===== config.mk =====
export PLATFORM = sky130hd
export DESIGN_NAME = dual_ctimer
export DESIGN_NICKNAME = d
export VERILOG_FILES = /design/src/rtl/ctm_pkg.sv /design/src/rtl/ctm_tick_div.sv /design/src/rtl/ctm_ext_sync.sv /design/src/rtl/ctm_chan.sv /design/src/rtl/dual_ctimer.sv
export SDC_FILE = /design/constraint.sdc
export NUM_CORES = 1
export LEC_CHECK = 0
export BUFFER_PORTS_ARGS = -buffer_cell sky130_fd_sc_hd__buf_4
export CORE_UTILIZATION = 45
export DETAILED_ROUTE_END_ITERATION = 10
export HOLD_SLACK_MARGIN = 0.12
export PLACE_DENSITY = 0.72
export SLEW_MARGIN = 20
export SYNTH_ARGS = -nofsm -noshare
export SYNTH_HDL_FRONTEND = slang
export SYNTH_HIERARCHICAL = 1
export SYNTH_SLANG_ARGS = --single-unit

===== constraint.sdc =====
create_clock -name clk -period 4.2 [get_ports clk]
set_input_delay 0.42 -clock clk [delete_from_list [all_inputs] [get_ports clk]]
set_output_delay 0.42 -clock clk [all_outputs]
set_load 0.01 [all_outputs]

===== src/rtl/ctm_pkg.sv =====
package ctm_pkg;
  typedef enum logic [1:0] {
    SRC_INT  = 2'b00,
    SRC_ECLK = 2'b01,
    SRC_GATE = 2'b10,
    SRC_TRIG = 2'b11
  } t1_src_e;

  localparam logic [2:0] A_T0_CNT = 3'd0;
  localparam logic [2:0] A_T0_PRE = 3'd1;
  localparam logic [2:0] A_T1_CNT = 3'd2;
  localparam logic [2:0] A_T1_PRE = 3'd3;
  localparam logic [2:0] A_CTRL   = 3'd4;
endpackage


===== src/rtl/ctm_tick_div.sv =====
module ctm_tick_div #(
  parameter int DIV_W = 2
) (
  input  logic clk,
  input  logic rst_n,
  input  logic tick_i,
  output logic tick_o
);
  localparam logic [DIV_W-1:0] LAST = {DIV_W{1'b1}};

  logic [DIV_W-1:0] div_q, div_d;

  always_comb begin
    div_d = div_q;
    if (tick_i) div_d = div_q + 1'b1;
  end

  always_ff @(posedge clk or negedge rst_n) begin
    if (!rst_n) div_q <= '0;
    else        div_q <= div_d;
  end

  assign tick_o = tick_i & (div_q == LAST);
endmodule


===== src/rtl/ctm_ext_sync.sv =====
module ctm_ext_sync #(
  parameter int STAGES = 2
) (
  input  logic clk,
  input  logic rst_n,
  input  logic din,
  output logic level_o,
  output logic rise_o
);
  logic [STAGES:0] sh_q;

  always_ff @(posedge clk or negedge rst_n) begin
    if (!rst_n) sh_q <= '0;
    else        sh_q <= {sh_q[STAGES-1:0], din};
  end

  assign level_o = sh_q[STAGES-1];
  assign rise_o  = sh_q[STAGES-1] & ~sh_q[STAGES];
endmodule


===== src/rtl/ctm_chan.sv =====
module ctm_chan #(
  parameter int PRE_W = 6,
  parameter int CNT_W = 8
) (
  input  logic             clk,
  input  logic             rst_n,
  input  logic             load_i,
  input  logic             go_i,
  input  logic             ev_i,
  input  logic             cont_i,
  input  logic [PRE_W-1:0] pre_init_i,
  input  logic [CNT_W-1:0] cnt_init_i,
  output logic [CNT_W-1:0] cnt_o,
  output logic             irq_o
);
  localparam logic [PRE_W-1:0] PRE_ONE = PRE_W'(1);
  localparam logic [CNT_W-1:0] CNT_ONE = CNT_W'(1);

  logic [PRE_W-1:0] pre_q, pre_d;
  logic [CNT_W-1:0] cnt_q, cnt_d;
  logic             done_q, done_d, irq_q, irq_d;

  always_comb begin
    pre_d  = pre_q;
    cnt_d  = cnt_q;
    done_d = done_q;
    irq_d  = 1'b0;
    if (load_i) begin
      pre_d  = pre_init_i;
      cnt_d  = cnt_init_i;
      done_d = 1'b0;
    end else if (go_i && ev_i && !done_q) begin
      if (pre_q == PRE_ONE) begin
        pre_d = pre_init_i;
        if (cnt_q == CNT_ONE) begin
          irq_d = 1'b1;
          if (cont_i) begin
            cnt_d = cnt_init_i;
          end else begin
            cnt_d  = '0;
            done_d = 1'b1;
          end
        end else begin
          cnt_d = cnt_q - 1'b1;
        end
      end else begin
        pre_d = pre_q - 1'b1;
      end
    end
  end

  always_ff @(posedge clk or negedge rst_n) begin
    if (!rst_n) begin
      pre_q  <= '0;
      cnt_q  <= '0;
      done_q <= 1'b0;
      irq_q  <= 1'b0;
    end else begin
      pre_q  <= pre_d;
      cnt_q  <= cnt_d;
      done_q <= done_d;
      irq_q  <= irq_d;
    end
  end

  assign cnt_o = cnt_q;
  assign irq_o = irq_q;
endmodule


===== src/rtl/dual_ctimer.sv =====
module dual_ctimer #(
  parameter int PRE_W       = 6,
  parameter int CNT_W       = 8,
  parameter int DIV_W       = 2,
  parameter int SYNC_STAGES = 2,
  parameter int ADDR_W      = 3
) (
  input  logic              clk,
  input  logic              rst_n,
  input  logic              tick_i,
  input  logic              wr_en,
  input  logic [ADDR_W-1:0] wr_addr,
  input  logic [CNT_W-1:0]  wr_data,
  input  logic              rd_sel,
  output logic [CNT_W-1:0]  rd_data,
  input  logic              ext_i,
  output logic              irq0_o,
  output logic              irq1_o
);
  import ctm_pkg::*;

  localparam int NCH = 2;

  logic [CNT_W-1:0] cnt_init_q [NCH];
  logic [CNT_W-1:0] cnt_init_d [NCH];
  logic [PRE_W-1:0] pre_init_q [NCH];
  logic [PRE_W-1:0] pre_init_d [NCH];
  logic [NCH-1:0]   cont_q, cont_d, run_q, run_d, restart;
  t1_src_e          src_q, src_d;
  logic             retrig_q, retrig_d, active_q, active_d;

  logic             tick4, ext_lvl, ext_rise, trig_mode, accept;
  logic [NCH-1:0]   ev, go, ld, irq_w;
  logic [CNT_W-1:0] cnt_w [NCH];

  always_comb begin
    cnt_init_d = cnt_init_q;
    pre_init_d = pre_init_q;
    cont_d     = cont_q;
    run_d      = run_q;
    src_d      = src_q;
    retrig_d   = retrig_q;
    restart    = '0;
    if (wr_en) begin
      case (wr_addr)
        A_T0_CNT: cnt_init_d[0] = wr_data;
        A_T1_CNT: cnt_init_d[1] = wr_data;
        A_T0_PRE: begin
          pre_init_d[0] = wr_data[PRE_W-1:0];
          cont_d[0]     = wr_data[CNT_W-1];
        end
        A_T1_PRE: begin
          pre_init_d[1] = wr_data[PRE_W-1:0];
          cont_d[1]     = wr_data[CNT_W-1];
        end
        A_CTRL: begin
          run_d[0]   = wr_data[0];
          restart[0] = wr_data[1];
          run_d[1]   = wr_data[2];
          restart[1] = wr_data[3];
          src_d      = t1_src_e'(wr_data[5:4]);
          retrig_d   = wr_data[6];
        end
        default: ;
      endcase
    end
  end

  ctm_tick_div #(.DIV_W(DIV_W)) u_div (
    .clk(clk), .rst_n(rst_n), .tick_i(tick_i), .tick_o(tick4)
  );

  ctm_ext_sync #(.STAGES(SYNC_STAGES)) u_sync (
    .clk(clk), .rst_n(rst_n), .din(ext_i), .level_o(ext_lvl), .rise_o(ext_rise)
  );

  assign trig_mode = (src_q == SRC_TRIG);
  assign accept    = trig_mode & ext_rise & run_q[1] & (retrig_q | ~active_q);

  always_comb begin
    active_d = active_q & ~restart[1] & ~(irq_w[1] & ~cont_q[1]);
    if (accept) active_d = 1'b1;
  end

  always_comb begin
    ev[0] = tick4;
    case (src_q)
      SRC_ECLK: ev[1] = ext_rise;
      SRC_GATE: ev[1] = tick4 & ext_lvl;
      default:  ev[1] = tick4;
    endcase
    go[0] = run_q[0];
    go[1] = run_q[1] & (~trig_mode | active_q);
    ld[0] = restart[0];
    ld[1] = restart[1] | accept;
  end

  always_ff @(posedge clk or negedge rst_n) begin
    if (!rst_n) begin
      for (int i = 0; i < NCH; i++) begin
        cnt_init_q[i] <= '0;
        pre_init_q[i] <= '0;
      end
      cont_q   <= '0;
      run_q    <= '0;
      src_q    <= SRC_INT;
      retrig_q <= 1'b0;
      active_q <= 1'b0;
    end else begin
      cnt_init_q <= cnt_init_d;
      pre_init_q <= pre_init_d;
      cont_q     <= cont_d;
      run_q      <= run_d;
      src_q      <= src_d;
      retrig_q   <= retrig_d;
      active_q   <= active_d;
    end
  end

  for (genvar g = 0; g < NCH; g++) begin : g_ch
    ctm_chan #(.PRE_W(PRE_W), .CNT_W(CNT_W)) u_chan (
      .clk(clk), .rst_n(rst_n), .load_i(ld[g]), .go_i(go[g]), .ev_i(ev[g]),
      .cont_i(cont_q[g]), .pre_init_i(pre_init_q[g]), .cnt_init_i(cnt_init_q[g]),
      .cnt_o(cnt_w[g]), .irq_o(irq_w[g])
    );
  end

  assign rd_data = rd_sel ? cnt_w[1] : cnt_w[0];
  assign irq0_o  = irq_w[0];
  assign irq1_o  = irq_w[1];
endmodule


Word level (Yosys, flattened, before mapping)
Index checks and enable logic that the tools add are counted.

Reductions and logical operators: 22. Mux-type cells: 39. Eq/ne operators: 14. Add/sub/neg operators: 5. Bitwise gates (word level): 19.

Operators by type and width (count): 8-bit 2-to-1 mux (11); 6-bit 2-to-1 mux (6); 1-bit 2-to-1 mux (19); 8-bit by 1-bit == test with 1-bit output (second input constant) (2); 8-bit by 1-bit subtractor with 8-bit output (second input constant) (2); 2-bit AND reduction (7); 6-bit by 1-bit == test with 1-bit output (second input constant) (2); 2-bit nonzero test (6); 6-bit by 1-bit subtractor with 6-bit output (second input constant) (2); 1-bit AND (10); 4-bit AND reduction (2); 2-bit == test (second input constant) (3); 3-bit by 2-bit == test with 1-bit output (second input constant) (2); 1-bit inverter (6); 1-bit logical AND (4); 2-bit 2-to-1 mux (2); 2-bit by 1-bit inequality test with 1-bit output (second input constant) (2); 3-bit by 1-bit == test with 1-bit output (second input constant) (1); 3-bit == test (second input constant) (1); 3-bit logical NOT (1); 1-bit OR (3); 2-bit by 1-bit adder with 2-bit output (second input constant) (1); 2-bit by 1-bit == test with 1-bit output (second input constant) (1); 1-bit logical NOT (2); 1-bit case mux with 2 select lines (1).

Word-level logic and storage cells: 119. Flip-flop bits (word level): 73. Output and inout bits: 10.

Logic depth before layout (Yosys ltp)
Depth after elaboration: 8. Gate-level depth with buffers: 9. Mapped depth without buffers: 8.

Hierarchy
Netlist, hierarchy kept.

By module, submodules not included: ctm_chan (sequential area each 400.4 sq um, times used 2, area an instance 1081.0 sq um, cells each 119); dual_ctimer (sequential area each 900.9 sq um, times used 1, area an instance 1577.8 sq um, cells each 108); ctm_tick_div (sequential area each 50.0 sq um, times used 1, area an instance 93.8 sq um, cells each 6); ctm_ext_sync (sequential area each 75.1 sq um, times used 1, area an instance 88.8 sq um, cells each 4).

Worst setup path after synthesis
No wires, ideal clock.

Path type: register to register. From: reg src_q[0]. To: reg g_ch[1].u_chan.pre_q[4]. Cell stages (with the launch flop): 9. Setup slack: 2163 ps. Setup time: 126 ps. Arrival time: 1911 ps. Path buffers: 0. Clock period less this slack: 2037 ps. Path through: dfrtp_1 inv_1 ha_1 a21oi_1 o22ai_1 nand3b_1 or3_1 o21a_1 o32a_1.

RTL lines: start: declaration (line dual_ctimer.sv:29) `t1_src_e src_q, src_d;`; start signal: assignment (line dual_ctimer.sv:114) `src_q <= src_d;`; 2-bit == test / 2-bit by 1-bit == test with 1-bit output (equally long branches) (line dual_ctimer.sv:87) `case (src_q)`; 1-bit case mux with 2 select lines (*) (line dual_ctimer.sv:87); net ev[1] (line dual_ctimer.sv:33) `logic [NCH-1:0] ev, go, ld, irq_w;`; 1-bit logical AND (*) (2 in a row) (line ctm_chan.sv:32) `end else if (go_i && ev_i && !done_q) begin`; 2-bit nonzero test (no line) (*); end signal: assignment (line ctm_chan.sv:59) `pre_q <= pre_d;`; end: declaration (line ctm_chan.sv:19) `logic [PRE_W-1:0] pre_q, pre_d;`.

The timed path passes the listed nets; every way through them passes the cells marked *. A chain may end at the register's enable or synchronous reset.

Final worst setup path
From: reg src_q[0]. To: reg g_ch[1].u_chan.cnt_q[4].

RTL lines: 2-bit == test (*) (line dual_ctimer.sv:77) `assign trig_mode = (src_q == SRC_TRIG);`; 1-bit AND (*) (3 in a row) (line dual_ctimer.sv:78) `assign accept = trig_mode & ext_rise & run_q[1] & (retrig_q | ~active_q);`; 1-bit OR (*) (line dual_ctimer.sv:95) `ld[1] = restart[1] | accept;`; net ld[1] (line dual_ctimer.sv:33); 2-bit nonzero test (no line); 2-bit AND reduction (no line); end signal: assignment (line ctm_chan.sv:60) `cnt_q <= cnt_d;`; end: declaration (line ctm_chan.sv:20) `logic [CNT_W-1:0] cnt_q, cnt_d;`.

Marked as above.

==> Flow_metrics.wiki <==
{| class="wikitable"
! Metric !! Value
|-
| Status || finished, final reports clean
|-
| Total core area || 8340 sq um
|-
| Number of antenna violations at the first check in global routing || 0
|-
| Clock Root Buffer || sky130_fd_sc_hd__clkbuf_8
|-
| Share of synthesized flip-flops with an asynchronous set or reset || 1.00
|-
| Number of flops mapped to enable cells by yosys || 0
|-
| Clock tree from TritonCTS || yes
|-
| Clock latency of the later-clocked register in the worst-skew pair || 0.35 ns
|-
| Combinational fraction of design power || 0.301
|-
| Sequential area share after synthesis || 0.466
|-
| Unrepaired setup endpoints after global routing || false
|-
| Post-Route Skew || 0.00735 ns
|-
| Syn Inst Count || 356
|-
| Leading cell type in the layout, fill and taps excluded || sky130_fd_sc_hd__dfrtp_1
|-
| Layout overhead on the synthesized area || 13.5%
|-
| PwrDens || 554 nW/um^2
|-
| Sw Ratio || 0.350
|-
| Commonest cells after routing, fill and taps aside || sky130_fd_sc_hd__dfrtp_1 (73), sky130_fd_sc_hd__mux2_2 (41), sky130_fd_sc_hd__inv_1 (31)
|-
| Via count || 3007
|-
| Avg Cell Area, Syn || 11.0 sq um
|-
| Maximum number of pins on one net before global-route repair || 74
|-
| Final slew viol count || 0
|-
| Slew Limit Headroom || 0.259
|-
| Number of global-route vias before repair || 2838
|-
| Total standard cell area after synthesis || 3920 sq um
|-
| CP Data Required Time || 4.46 ns
|-
| IO buf count || 26
|-
| Arrival @ worst endpoint || 2.86 ns
|-
| H-tree levels || 3
|-
| Relative contribution of the clock network to total power || 0.243
|-
| Detailed-route DRC error count || 0
|-
| Flop pwr share || 0.456
|-
| Count of different cell masters after synthesis || 54
|-
| Peak supply drop || 0.205 mV
|-
| Floorplan die area || 9090 sq um
|-
| Row cnt || 33
|-
| Achievable frequency || 0.384 GHz
|-
| Worst hold path type || input pin to flop
|-
| Hold violation total from the final report || 0
|-
| Hpwl dp || 6390 um
|-
| Die span in x || 95.4 um
|-
| GRT overflow || 0
|-
| Number of iterations in the first detailed-routing pass || 4
|-
| Total wire length after detailed routing || 8780 um
|-
| Top flip-flop cell by instance count after synthesis || sky130_fd_sc_hd__dfrtp_1
|-
| Number of nets still failing antenna checks after routing || 0
|-
| Number of clock sinks || 73
|-
| Share of the clock period used by the worst path || 0.620
|-
| Initial core utilization || 0.470
|-
| Final nets || 415
|-
| Synth warn || 6
|-
| Worst-path maximum fanout || 19
|-
| Element type at the critical path start || flop
|-
| Routed via count divided by cell count || 6.06
|-
| Global-route wire length before repair || 14500 um
|-
| Post-synthesis sequential element count || 73
|-
| Pleak || 1.90 nW
|-
| Final hold slack || 0.176 ns
|-
| Total net switching power || 0.000862 W
|-
| Final min period || 2.60 ns
|-
| Clock transition at the register clock pins on the worst setup and hold paths after CTS || 0.08 ns
|-
| Setup Buffers After CTS || 0
|-
| Internal power || 0.00160 W
|-
| Kind of capture point of the worst setup path || flop
|-
| Routed WL per cell || 17.7 um
|-
| Total CTS buffers || 9
|-
| Boundary Pins || 27
|-
| Count of final setup violators || 0
|-
| Fraction of final layout cells sized beyond drive strength 1 || 0.276
|-
| Diodes inserted || 0
|-
| Final estimated routing congestion in global placement || 0.816
|-
| Hold_buf cts || 0
|-
| Number of nets in the synthesized netlist || 385
|-
| Worst setup path class || flop to flop
|-
| Largest buffer count on any clock path || 2
|-
| Die span in y || 95.4 um
|-
| GRT Total Usage || 0.214
|-
| Max Cap Viol || 0
|-
| Setup TNS after final layout || 0 ns
|-
| Count of routing violations after the opening detailed-route iteration || 237
|-
| Post-CTS sizing || 0
|-
| Worst-margin pin slew || 1.11 ns
|}
-- sequential cells by signal (all words and copies together) (netlist names) --
name and count:
u_div/div_q 2, g_ch.u_chan/done_q 2, g_ch.u_chan/cnt_o 16, g_ch.u_chan/irq_o 2
retrig_q 1, cont_q 2, active_q 1, cnt_init_q 16
run_q 2, u_sync/sh_q 3, pre_init_q 12, src_q 2
g_ch.u_chan/pre_q 12
-- cell usage after synthesis, types with 3 or more instances --
master                     number  area [sq um]
sky130_fd_sc_hd__o21ai_0       16          80.1
sky130_fd_sc_hd__mux2_2        41           462
sky130_fd_sc_hd__inv_1         31           116
sky130_fd_sc_hd__o22ai_1        9          56.3
sky130_fd_sc_hd__a21oi_1       28           140
sky130_fd_sc_hd__o21a_1         6          45.0
sky130_fd_sc_hd__a221oi_1       4          35.0
sky130_fd_sc_hd__a31oi_1        8          50.1
sky130_fd_sc_hd__a32oi_1        4          35.0
sky130_fd_sc_hd__nor3_1        12          60.1
sky130_fd_sc_hd__or3_1          8          50.1
sky130_fd_sc_hd__nor2_1        14          52.6
sky130_fd_sc_hd__nor4bb_1       5          50.1
sky130_fd_sc_hd__nand2_1        7          26.3
sky130_fd_sc_hd__buf_2          3          15.0
sky130_fd_sc_hd__o32a_1         6          60.1
sky130_fd_sc_hd__nor2b_1        4          25.0
sky130_fd_sc_hd__ha_1          12           150
sky130_fd_sc_hd__dfrtp_1       73          1830
sky130_fd_sc_hd__clkbuf_1       7          26.3
-- area by class of cell --
class | instances | area [sq um]
fillers | 759 | 3890
multi-input cells | 242 | 1940
flip-flops and latches | 73 | 1830
repair buffers | 29 | 218
well taps | 105 | 131
clock buffers | 9 | 124
inverters | 31 | 116
clock inverters | 7 | 95.1
-- metal layers --
layer,global-route usage,up-vias,routed length [um]
li1,-,1406,-
met1,0.304,1506,4060
met2,0.331,86,4150
met3,0.0343,9,460
met4,0.0720,0,115
met5,0,-,0
-- per-stage QoR --
| stage | total power (W) | std cells | utilization | setup WS, ns | instance area, sq um |
|---|---|---|---|---|---|
| finish | 0.00247 | 496 | 0.534 | 1.60 | 4450 |
| global route | 0.00264 | 496 | 0.534 | 1.46 | 4450 |
| CTS | 0.00247 | 496 | 0.533 | 1.67 | 4450 |
| detailed placement | 0.00187 | 480 | 0.507 | 1.54 | 4230 |
| global placement | 0.00183 | 480 | 0.507 | 1.62 | 4230 |
| floorplan | 0.00162 | 356 | - | 2.16 | 3920 |
-- critical path: stages, from the launching register on --
cell                        delay, ns
sky130_fd_sc_hd__dfrtp_1         0.41
sky130_fd_sc_hd__ha_1            0.22
sky130_fd_sc_hd__o2111ai_1       0.11
sky130_fd_sc_hd__nand2_1         0.42
sky130_fd_sc_hd__a21oi_1         1.01
sky130_fd_sc_hd__o21ai_0         0.23
sky130_fd_sc_hd__o21ai_0         0.12
-- cell families after synthesis --
group | share of synthesized area
flip-flops | 0.466
multiplexers | 0.127
AO/OA/AOI/OAI | 0.187
buffers and inverters | 0.0402
adder cells (fa/ha/maj) | 0.0383
AND/OR/NAND/NOR | 0.140
XOR/XNOR | 0.00223
-- worst paths after layout --
path                                          startpoint                             endpoint  slack, ns  cells past startpoint
worst max register to register      src_q[0]$_DFFE_PN0P_  g_ch[1].u_chan/cnt_o[4]$_DFFE_PN0P_       1.60                      6
worst min register to register  u_sync/sh_q[0]$_DFF_PN0_             u_sync/sh_q[1]$_DFF_PN0_       0.35                      0
max in group asynchronous                          rst_n           pre_init_q[10]$_DFFE_PN0P_       3.42                      1
worst min-delay path                               ext_i             u_sync/sh_q[0]$_DFF_PN0_       0.18                      1
min in group asynchronous                          rst_n  g_ch[0].u_chan/cnt_o[3]$_DFFE_PN0P_       0.20                      1
worst max-delay path                src_q[0]$_DFFE_PN0P_  g_ch[1].u_chan/cnt_o[4]$_DFFE_PN0P_       1.60                      6
-- power by group through the flow --
stage	registers (W)	logic, W	clock network (W)
2_1_floorplan	0.00106	0.000557	0
3_3_place_gp	0.00113	0.000706	0
3_5_place_dp	0.00114	0.000731	0
4_1_cts	0.00112	0.000737	0.000611
5_1_grt	0.00116	0.000830	0.000644
6_report	0.00112	0.000742	0.000599
Note: power is estimated with default switching activity, not from simulation.
